### src/rtl/sbw_pkg.sv
package sbw_pkg;

  // Outputs of one full-adder cell.
  typedef struct packed {
    logic sum;
    logic carry;
  } fa_out_t;

  // A partial-product bit is inverted when exactly one of its
  // factors is a sign bit (top row or top column of the grid).
  function automatic logic pp_inverted(input int row, input int col, input int width);
    return logic'((row == width - 1) ^ (col == width - 1));
  endfunction

endpackage

### src/rtl/sbw_fa_cell.sv
module sbw_fa_cell
  import sbw_pkg::*;
(
  input  logic    a_i,
  input  logic    b_i,
  input  logic    c_i,
  output fa_out_t res_o
);
  assign res_o.sum   = a_i ^ b_i ^ c_i;
  assign res_o.carry = (a_i & b_i) | (b_i & c_i) | (a_i & c_i);
endmodule

### src/rtl/sbw_pp_gen.sv
module sbw_pp_gen
  import sbw_pkg::*;
#(
  parameter int WIDTH = 4
) (
  input  logic [WIDTH-1:0]       x_in,
  input  logic [WIDTH-1:0]       y_in,
  output logic [WIDTH*WIDTH-1:0] pp_flat
);
  // pp_flat[r*WIDTH + c] has weight 2^(r+c): row r uses y_in[r], column c uses x_in[c].
  for (genvar r = 0; r < WIDTH; r++) begin : g_r
    for (genvar c = 0; c < WIDTH; c++) begin : g_c
      assign pp_flat[r*WIDTH + c] = (x_in[c] & y_in[r]) ^ pp_inverted(r, c, WIDTH);
    end
  end

  // with a non-negative multiplier, the inverted part of the sign row is all ones.
  always_comb begin
    if (!y_in[WIDTH-1]) begin
      a_r1_sign_row_band: assert (&pp_flat[(WIDTH-1)*WIDTH +: WIDTH-1])
        else $error("sign row band not all ones");
    end
  end
endmodule

### src/rtl/sbw_csa_row.sv
module sbw_csa_row
  import sbw_pkg::*;
#(
  parameter int WIDTH = 4
) (
  input  logic [WIDTH-1:0] a_in,
  input  logic [WIDTH-1:0] b_in,
  input  logic [WIDTH-1:0] c_in,
  output logic [WIDTH-1:0] sum_o,
  output logic [WIDTH-1:0] carry_o
);
  localparam int EW = WIDTH + 2;

  for (genvar k = 0; k < WIDTH; k++) begin : g_cell
    fa_out_t r;
    sbw_fa_cell u_fa (.a_i(a_in[k]), .b_i(b_in[k]), .c_i(c_in[k]), .res_o(r));
    assign sum_o[k]   = r.sum;
    assign carry_o[k] = r.carry;
  end

  // the row preserves the arithmetic value of its three inputs.
  always_comb begin
    a_r1_row_conserves: assert (EW'(a_in) + EW'(b_in) + EW'(c_in) ==
                                EW'(sum_o) + {1'b0, carry_o, 1'b0})
      else $error("carry-save row lost value");
  end
endmodule

### src/rtl/sbw_ripple_add.sv
module sbw_ripple_add
  import sbw_pkg::*;
#(
  parameter int WIDTH = 4
) (
  input  logic [WIDTH-1:0] a_in,
  input  logic [WIDTH-1:0] b_in,
  output logic [WIDTH-1:0] sum_o
);
  for (genvar k = 0; k < WIDTH; k++) begin : g_bit
    fa_out_t r;
    logic    ci;
    if (k == 0) begin : g_lsb
      assign ci = 1'b0;
    end else begin : g_up
      assign ci = g_bit[k-1].r.carry;
    end
    sbw_fa_cell u_fa (.a_i(a_in[k]), .b_i(b_in[k]), .c_i(ci), .res_o(r));
    assign sum_o[k] = r.sum;
  end

  // the ripple chain yields the true sum of its two inputs.
  always_comb begin
    a_r1_ripple_sum: assert ({1'b0, a_in} + {1'b0, b_in} == {g_bit[WIDTH-1].r.carry, sum_o})
      else $error("ripple row sum wrong");
  end
endmodule

### src/rtl/sbw_signed_mult.sv
module sbw_signed_mult
  import sbw_pkg::*;
#(
  parameter int WIDTH = 4
) (
  input  logic [WIDTH-1:0]   x_in,
  input  logic [WIDTH-1:0]   y_in,
  output logic [2*WIDTH-1:0] prod
);
  localparam int PW = 2 * WIDTH;

  logic [WIDTH*WIDTH-1:0] pp_flat;

  sbw_pp_gen #(.WIDTH(WIDTH)) u_pp (.x_in(x_in), .y_in(y_in), .pp_flat(pp_flat));

  // Row r: sum bit k has weight 2^(r+k), carry bit k has weight 2^(r+k+1).
  for (genvar r = 0; r < WIDTH; r++) begin : g_row
    logic [WIDTH-1:0] s;
    logic [WIDTH-1:0] c;
    if (r == 0) begin : g_first
      assign s = pp_flat[WIDTH-1:0];
      // Correction constant of weight 2^WIDTH rides on a spare carry slot.
      assign c = {1'b1, {(WIDTH-1){1'b0}}};
    end else begin : g_add
      logic [WIDTH-1:0] b_sh;
      assign b_sh = {1'b0, g_row[r-1].s[WIDTH-1:1]};
      sbw_csa_row #(.WIDTH(WIDTH)) u_row (
        .a_in   (pp_flat[r*WIDTH +: WIDTH]),
        .b_in   (b_sh),
        .c_in   (g_row[r-1].c),
        .sum_o  (s),
        .carry_o(c)
      );
    end
    assign prod[r] = s[0];
  end

  // Closing ripple row; its spare top input carries the 2^(PW-1) correction.
  logic [WIDTH-1:0] fin_a;
  assign fin_a = {1'b1, g_row[WIDTH-1].s[WIDTH-1:1]};

  sbw_ripple_add #(.WIDTH(WIDTH)) u_fin (
    .a_in (fin_a),
    .b_in (g_row[WIDTH-1].c),
    .sum_o(prod[PW-1:WIDTH])
  );

  // Port-level checks.
  logic signed [PW-1:0] xs_ref, ys_ref, p_ref;
  logic        [WIDTH-1:0] lo_ref;
  always_comb begin
    xs_ref = PW'($signed(x_in));
    ys_ref = PW'($signed(y_in));
    p_ref  = xs_ref * ys_ref;
    lo_ref = x_in * y_in;
    a_r1_signed_product: assert (prod == p_ref)
      else $error("product differs from signed reference");
    a_r6_low_half: assert (prod[WIDTH-1:0] == lo_ref)
      else $error("low half differs from unsigned low half");
    if (x_in == '0 || y_in == '0) begin
      a_r5_zero_operand: assert (prod == '0)
        else $error("zero operand gave nonzero product");
    end
  end
endmodule

### config.mk
export PLATFORM = sky130hd
export DESIGN_NAME = sbw_signed_mult
export DESIGN_NICKNAME = d
export VERILOG_FILES = /design/src/rtl/sbw_pkg.sv /design/src/rtl/sbw_fa_cell.sv /design/src/rtl/sbw_pp_gen.sv /design/src/rtl/sbw_csa_row.sv /design/src/rtl/sbw_ripple_add.sv /design/src/rtl/sbw_signed_mult.sv
export SDC_FILE = /design/constraint.sdc
export NUM_CORES = 1
export LEC_CHECK = 0
export BUFFER_PORTS_ARGS = -buffer_cell sky130_fd_sc_hd__buf_2
export CAP_MARGIN = 5
export CORE_AREA = 2 2 39 41
export DETAILED_ROUTE_END_ITERATION = 12
export DIE_AREA = 0 0 41 43
export SLEW_MARGIN = 15
export SYNTH_ARGS = -nofsm -noshare
export SYNTH_HDL_FRONTEND = slang
export SYNTH_SLANG_ARGS = --single-unit
### constraint.sdc
create_clock -name vclk -period 10.4
set_clock_uncertainty 0.15 [all_clocks]
set_input_delay 2.08 -clock vclk [all_inputs]
set_output_delay 2.08 -clock vclk [all_outputs]
set_load 0.01 [all_outputs]
==> results of run 1 <==
final timing paths:
kind / startpoint / endpoint / depth (start not counted) / slack, ns
worst max-delay path: y_in[1] / prod[6] / 13 / 3.41
worst min-delay path: y_in[0] / prod[0] / 3 / 4.34
through the flow:
stage | total power [W] | setup slack, ns | util
2_1_floorplan | 0.0000260 | 3.67 | -
3_3_place_gp | 0.0000388 | 3.41 | 0.344
3_5_place_dp | 0.0000385 | 3.40 | 0.344
4_1_cts | 0.0000393 | 3.38 | 0.344
5_1_grt | 0.0000430 | 3.27 | 0.344
6_report | 0.0000376 | 3.41 | 0.344
synth_stat cells:
cell	count	area, um^2
nand2_1	7	26.3
xnor2_1	1	8.76
and2_1	5	31.3
fa_1	8	160
inv_1	12	45.0
ha_1	6	75.1
and2_2	4	30.0
cells by family (layout without fill, tap and decap cells):
kind of cell,count (synthesis),in the layout,synth area share
simple gates,16,16,0.233
xor+xnor,1,1,0.0233
buf+inv,12,28,0.120
fa+ha+maj,14,14,0.625
power by group:
group | switching, W | leakage, nW | internal (W) | total [W]
sequential | 0 | 0 | 0 | 0
combinational | 0.0000202 | 0.271 | 0.0000175 | 0.0000376
clock | 0 | 0 | 0 | 0
routing by layer:
metal,routed length (um),vias up,track usage
met5,0,-,0
met4,0,0,0
met3,58,0,0
met2,299,11,0.147
met1,255,145,0.106
li1,-,155,-
final cells by class:
cell class	instances	area [um^2]
multi-input cells	31	332
repair buffers	16	80.1
fillers	160	907
inverters	12	45.0
well taps	16	20.0
==> results.tsv, run 1 <==
stage	metric	value	unit
clock_network	postcts setup bufs	0	
power	Peak VDD IR	43.0	uV
logic_synthesis	Yosys cell types	7	
finish	register area	0	um^2
global_route	gr usage total	0.0800	
timing	Final Hold Fails	0	
logic_synthesis	Mapped Area	377	um^2
timing	Peak Freq	143	MHz
power	Leakage	0.271	nW
detailed_routing	WL final	614	um
hold_path	Hold Crit Class	input port to output port	
finish	ANT cells	0	
timing	Max Slew Vio Count	0	
detailed_routing	DR vias	311	
finish	Final nets	83	
finish	most frequent cells in the layout	16 x buf_2, 12 x inv_1, 8 x fa_1	
setup_path	Startpoint Class	input port	
timing	fin crit period	6.99	ns
setup_path	crit path max-delay cell type	fa_1	
die	io pins	16	
timing	setup TNS	0	ns
finish	Synth-to-Final Area Change	26.6	%
logic_synthesis	Synth Area per Inst	8.76	um^2
detailed_routing	Pre-antenna DRT Iters	2	
die	Initial Util	0.272	
placement	DP Cell Count	75	
die	Core Box Area	1380	um^2
detailed_routing	drt drc	0	
global_route	first-pass GRT wire length	1.06	mm
timing	Tcrit/Tclk final	0.672	
setup_path	CP Data Required Time	8.17	ns
run_status	status	finished clean	
timing	Max-slew headroom	0.930	
setup_path	Critical Path AT	4.76	ns
placement	GP Congestion	0.746	
die	Die ar.	1760	um^2
setup_path	Worst Path Buf+Inv	6	
timing	unrepaired setup endpoints after global routing	no	
finish	share of cells above drive strength 1	0.339	
timing	# setup viols final	0	
clock_network	Hold-fix buffers, CTS	0	
die	DIE HEIGHT	43	um
run	Max Cap Viol	0	
finish	commonest non-fill, non-tap cell in the layout	buf_2	
finish	Finished Layout Cells	75	
logic_synthesis	Seq/Total Area, Yosys	0	
timing	Worst-Margin Slew	0.105	ns
power	power density over cell area	79.0	nW/um^2
detailed_routing	vias per cell	4.15	
finish	CLK BUF	0	
detailed_routing	DR WL/cell	8.19	um
die	Die X	41	um
detailed_routing	DR iter-0 viols	1	
finish	seq_cells	0	
global_route	vias in the first global route	283	
setup_path	Crit Path Max Fanout	4	
global_route	largest net degree at the start of global routing	5	
setup_path	Top Family by Delay on Critical Path	adder cells	
placement	DP Wirelength	594	um
clock_network	CTS resizes	0	
placement	dpl cell area	477	um^2
finish	Final Cell Area	477	um^2
global_route	initial antenna violation count	0	
setup_path	Setup crit end kind	output port	
logic_synthesis	Cells after Synth	43	
die	Site Rows	14	
placement	count of input and output buffers	16	
setup_path	CP cell instances	buf_2 > and2_2 > ha_1 > fa_1 > inv_1 > fa_1 > inv_1 > ha_1 > inv_1 > fa_1 > inv_1 > fa_1 > buf_2	
detailed_routing	antenna-violating nets left	0	
setup_path	class of the most critical setup path	input port to output port	
setup_path	critical path's largest stage delay	0.40	ns
logic_synthesis	Mapped Nets	65	
logic_synthesis	synth warn	0	
timing	Min Hold Slack	4.34	ns
global_route	remaining global-route overflow	0	
No activity file was read; power rests on OpenSTA's default activity.
==> run 2, diff against run 1 <==
--- a/config.mk
+++ b/config.mk
@@ -5,6 +5,7 @@
 export SDC_FILE = /design/constraint.sdc
 export NUM_CORES = 1
 export LEC_CHECK = 0
+export ABC_AREA = 1
 export BUFFER_PORTS_ARGS = -buffer_cell sky130_fd_sc_hd__buf_2
 export CAP_MARGIN = 5
 export CORE_AREA = 2 2 39 41
==> constraint.sdc (replaced) <==
create_clock -name vclk -period 7.3
set_clock_uncertainty 0.15 [all_clocks]
set_input_delay 1.46 -clock vclk [all_inputs]
set_output_delay 1.46 -clock vclk [all_outputs]
set_load 0.01 [all_outputs]
==> run 2 against run 1 <==
  * Worst hold slack lost 1.2 ns
  * Synthesized cell count grew 30%
  * Combinational power grew 44%
  * Largest cell class unchanged
  * Worst setup slack lost 1.8 ns
  * Critical endpoint unchanged
  * First-iteration DRC count grew to 5.0 times the previous value
  * Critical path type unchanged
  * Total power grew 43%
  * Largest power group unchanged
  * Highest routed layer unchanged
  * Final cell count grew 17%
==> results.tsv, run 2 <==
stage	metric	value	unit	change
logic_synthesis	Synth Area per Inst	7.02	um^2	-20%
finish	register area	0	um^2	unchanged
timing	fin crit period	5.69	ns	
logic_synthesis	Mapped Nets	78		+20%
detailed_routing	antenna-violating nets left	0		unchanged
global_route	first-pass GRT wire length	1.24	mm	+18%
power	total chip power	0.0000540	W	+43%
finish	Finished Layout Cells	88		+17%
global_route	remaining global-route overflow	0		unchanged
power	Clk network pwr share	0		unchanged
timing	Tcrit/Tclk final	0.780		
detailed_routing	Pre-antenna DRT Iters	4		+2
die	Core Box Area	1380	um^2	unchanged
power	Power Internal	0.0000234	W	+34%
timing	Worst-Margin Slew	0.113	ns	+0.00774 ns
finish	CLK BUF	0		unchanged
power	power density over cell area	110	nW/um^2	+39%
logic_synthesis	post-synth top area share	0.408		-0.0176
finish	commonest non-fill, non-tap cell in the layout	inv_1		
placement	dpl cell area	493	um^2	+3.4%
logic_synthesis	Mapped Area	393	um^2	+4.3%
detailed_routing	DR iter-0 viols	5		+4
die	Site Rows	14		unchanged
logic_synthesis	most area-hungry cell type in the Yosys netlist	fa_1		
detailed_routing	DR vias	342		+10%
setup_path	class of the most critical setup path	input port to output port		
finish	share of cells above drive strength 1	0.222		-0.117
finish	Final nets	96		+16%
die	Die X	41	um	unchanged
timing	Peak Freq	176	MHz	
finish	Final Util	0.356		+0.0118
clock_network	postcts setup bufs	0		unchanged
setup_path	Startpoint Class	input port		
detailed_routing	WL final	674	um	+9.8%
timing	setup TNS	0	ns	unchanged
power	share of power burned in registers	0		unchanged
timing	# setup viols final	0		unchanged
logic_synthesis	synth warn	0		unchanged
logic_synthesis	Yosys cell types	4		-3
die	io pins	16		unchanged
finish	most frequent cells in the layout	23 x inv_1, 19 x nand2_1, 16 x buf_2		
finish	Final Cell Area	493	um^2	+3.4%
detailed_routing	DR WL/cell	7.66	um	-6.4%
detailed_routing	vias per cell	3.89		-6.3%
power	Comb pwr share	1.000		about the same
die	DIE HEIGHT	43	um	unchanged
power	Sw Ratio	0.566		+0.0302
setup_path	CP Data Required Time	5.69	ns	-2.48 ns
placement	count of input and output buffers	16		unchanged
global_route	vias in the first global route	332		+17%
setup_path	Critical Path AT	4.08	ns	-0.68 ns
timing	Max Slew Vio Count	0		unchanged
timing	unrepaired setup endpoints after global routing	no		
global_route	largest net degree at the start of global routing	5		unchanged
power	Peak VDD IR	55.6	uV	+29%
detailed_routing	drt drc	0		unchanged
logic_synthesis	Cells after Synth	56		+30%
setup_path	Setup crit end kind	output port		
logic_synthesis	Seq/Total Area, Yosys	0		unchanged
global_route	initial antenna violation count	0		unchanged
setup_path	Crit Path Max Fanout	4		unchanged
logic_synthesis	synth top area cells	fa_1 41%, inv_1 22%, ha_1 19%		
timing	Max-slew headroom	0.925		-0.00484
finish	seq_cells	0		unchanged
timing	Final Hold Fails	0		unchanged
clock_network	CTS resizes	0		unchanged
hold_path	Hold Crit Class	input port to output port		
die	Die ar.	1760	um^2	unchanged
power	Switching Power	0.0000306	W	+52%
global_route	gr usage total	0.0970		+0.0170
run_status	status	finished clean		
logic_synthesis	count leader, synth	inv_1		
clock_network	Hold-fix buffers, CTS	0		unchanged
placement	DP Cell Count	88		+17%
finish	ANT cells	0		unchanged
placement	GP Congestion	0.801		+7.3%
run	Max Cap Viol	0		unchanged
power	Leakage	0.347	nW	+28%
placement	DP Wirelength	650	um	+9.4%
logic_synthesis	Commonest cells post-synth	23 x inv_1, 19 x nand2_1, 8 x fa_1		
die	Initial Util	0.284		+0.0118
finish	Synth-to-Final Area Change	25.5	%	
## run 2: cell types whose count changed after synthesis
cell     previous run  this run
nand2_1             7        19
inv_1              12        23
and2_1              5         0
and2_2              4         0
xnor2_1             1         0
## run 2: final timing paths
kind | startpoint | endpoint | depth (start not counted)
setup / recovery | y_in[1] | prod[6] | 14
hold / removal | y_in[0] | prod[0] | 4
## run 2: kinds of logic after synthesis
| logic type | Yosys count | synth area share |
|---|---|---|
| buffers and inverters | 23 | 0.220 |
| AND/OR/NAND/NOR | 19 | 0.182 |
| adder cells (fa/ha/maj) | 14 | 0.599 |
## run 2: power groups by stage
| stage | logic, W | registers, W | clock network, W |
|---|---|---|---|
| final | 0.0000540 | 0 | 0 |
| after global routing | 0.0000639 | 0 | 0 |
| after CTS | 0.0000562 | 0 | 0 |
| after detailed placement | 0.0000556 | 0 | 0 |
| after global placement | 0.0000549 | 0 | 0 |
| after floorplan | 0.0000372 | 0 | 0 |
## run 2: area by class of cell
type,instances,area [um^2]
Multi-Input combinational cell,33,307
Timing Repair Buffer,16,80.1
Tap cell,16,20.0
Inverter,23,86.3
Fill cell,157,891
## run 2: per-layer routing
layer / vias to the layer above / global-route usage / part of all wire
met1: 149 / 0.151 / 0.46
li1: 185 / - / -
met5: - / 0 / 0
met4: 0 / 0 / 0
met3: 0 / 0 / 0.034
met2: 8 / 0.156 / 0.51
## run 2: worst max-delay path, cell delays in order
cell	delay, ns
buf_2	0.12
nand2_1	0.06
inv_1	0.04
ha_1	0.30
fa_1	0.40
inv_1	0.08
fa_1	0.40
inv_1	0.06
ha_1	0.14
inv_1	0.05
fa_1	0.35
inv_1	0.08
fa_1	0.40
buf_2	0.15
## run 2: per-stage QoR
stage               hold WS [ns]  worst slack, ns
CTS                         3.09             1.57
global route                3.14             1.42
floorplan                   2.86             1.93
detailed placement          3.09             1.58
finish                      3.09             1.61
global placement            3.08             1.64
==> run 3, diff against run 2 <==
==> constraint.sdc (replaced) <==
create_clock -name vclk -period 6
set_clock_uncertainty 0.15 [all_clocks]
set_input_delay 1.2 -clock vclk [all_inputs]
set_output_delay 1.2 -clock vclk [all_outputs]
set_load 0.01 [all_outputs]
==> run 3 against run 2 <==
  * Critical endpoint unchanged
  * Combinational power rose by 23%
  * Via count rose by 5.3%
  * Global-route usage fell by 0.49 points
  * Critical path depth did not move
  * Clock-buffer cell count did not move
  * First-iteration DRC count fell by 100%
  * Largest power group unchanged
  * Die area did not move
  * Worst hold slack got worse by 0.53 ns
  * Sequential share of layout area did not move
  * Worst setup slack got worse by 0.76 ns
==> results.tsv, run 3 (same netlist as run 2, synthesis figures left out) <==
stage	metric	value	unit	change
clock_network	postcts setup bufs	0		unchanged
global_route	gr usage total	0.0921		-0.00486
finish	Final Util	0.356		unchanged
power	power density over cell area	135	nW/um^2	+23%
placement	DP Wirelength	680	um	+4.6%
global_route	largest net degree at the start of global routing	5		unchanged
setup_path	Startpoint Class	input port		
power	Peak VDD IR	82.1	uV	+48%
die	DIE HEIGHT	43	um	unchanged
detailed_routing	drt drc	0		unchanged
finish	Finished Layout Cells	88		unchanged
placement	GP Congestion	0.781		-2.5%
placement	DP Cell Count	88		unchanged
setup_path	CP Data Required Time	4.65	ns	-1.04 ns
power	Leakage	0.347	nW	unchanged
setup_path	crit-path most repeated cell	inv_1		
timing	Final Hold Fails	0		unchanged
finish	share of cells above drive strength 1	0.222		unchanged
placement	pre-CTS setup slack	0.819	ns	-0.763 ns
die	Initial Util	0.284		unchanged
hold_path	Hold Path Sink	prod[0]		
detailed_routing	antenna-violating nets left	0		unchanged
die	Die ar.	1760	um^2	unchanged
setup_path	Critical Path AT	3.80	ns	-0.28 ns
timing	worst setup margin	0.848	ns	-0.761 ns
detailed_routing	Pre-antenna DRT Iters	1		-3
finish	register area	0	um^2	unchanged
global_route	initial antenna violation count	0		unchanged
finish	CLK BUF	0		unchanged
hold_path	Min-Delay Startpoint	y_in[0]		
clock_network	CTS resizes	0		unchanged
hold_path	hold path depth	4		unchanged
global_route	vias in the first global route	331		-0.30%
finish	most frequent cells in the layout	23 x inv_1, 19 x nand2_1, 16 x buf_2		
die	Die X	41	um	unchanged
setup_path	crit path max-delay cell type	fa_1		
timing	# setup viols final	0		unchanged
finish	Synth-to-Final Area Change	25.5	%	unchanged
detailed_routing	WL final	670	um	-0.59%
finish	seq_cells	0		unchanged
placement	count of input and output buffers	16		unchanged
run	Max Cap Viol	0		unchanged
detailed_routing	vias per cell	4.09		+5.3%
setup_path	Setup crit end kind	output port		
timing	setup TNS	0	ns	unchanged
timing	Peak Freq	194	MHz	
finish	Final nets	96		unchanged
die	io pins	16		unchanged
setup_path	class of the most critical setup path	input port to output port		
timing	fin crit period	5.15	ns	
clock_network	Hold-fix buffers, CTS	0		unchanged
die	Site Rows	14		unchanged
die	Core Box Area	1380	um^2	unchanged
timing	Max Slew Vio Count	0		unchanged
detailed_routing	DR iter-0 viols	0		-5
hold_path	Hold Crit Class	input port to output port		
setup_path	critical path's largest stage delay	0.40	ns	about the same
run_status	status	finished clean		
timing	Max-slew headroom	0.928		+0.00337
timing	Worst-Margin Slew	0.108	ns	-0.00505 ns
finish	ANT cells	0		unchanged
detailed_routing	DR vias	360		+5.3%
timing	Tcrit/Tclk final	0.859		
setup_path	CP cell instances	buf_2 > nand2_1 > inv_1 > ha_1 > fa_1 > inv_1 > fa_1 > inv_1 > ha_1 > inv_1 > fa_1 > inv_1 > fa_1 > buf_2		
timing	unrepaired setup endpoints after global routing	no		
detailed_routing	DR WL/cell	7.61	um	-0.59%
global_route	remaining global-route overflow	0		unchanged
setup_path	Crit Path Max Fanout	4		unchanged
finish	commonest non-fill, non-tap cell in the layout	inv_1		
global_route	first-pass GRT wire length	1.19	mm	-3.9%
## run 3: area by class of cell
cell class,count,area [um^2]
Multi-Input combinational cell,33,307
Fill cell,157,891
Tap cell,16,20.0
Timing Repair Buffer,16,80.1
Inverter,23,86.3
## run 3: through the flow
step,power [W],hold slack (ns),instance area (um^2)
final,0.0000664,2.57,493
after global routing,0.0000777,2.63,493
after CTS,0.0000694,2.57,493
after detailed placement,0.0000689,2.57,493
after global placement,0.0000681,2.56,493
after floorplan,0.0000452,2.34,393
## run 3: where the power goes
part           internal (W)  switching (W)
Clock                     0              0
Combinational     0.0000290      0.0000374
Sequential                0              0
## run 3: layer usage
metal	up-vias	GRT usage	share of wire
met5	-	0	0
met4	0	0	0
met3	0	0.00524	0.048
met2	6	0.163	0.54
met1	171	0.125	0.41
li1	183	-	-
## run 3: worst max path at each step
stage / start / to / cells past startpoint
3_3_place_gp: y_in[1] / prod[6] / 14
4_1_cts: y_in[1] / prod[6] / 14
5_1_grt: y_in[1] / prod[6] / 14
6_report: y_in[1] / prod[6] / 14
3_5_place_dp: y_in[1] / prod[6] / 14
2_1_floorplan: y_in[1] / prod[6] / 12
## run 3: worst max-delay path, delay by kind of cell
kind	cells	cell delay [ns]
buffers and inverters	7	0.55
and+or+nand+nor	1	0.06
adders and majority gates	6	1.99
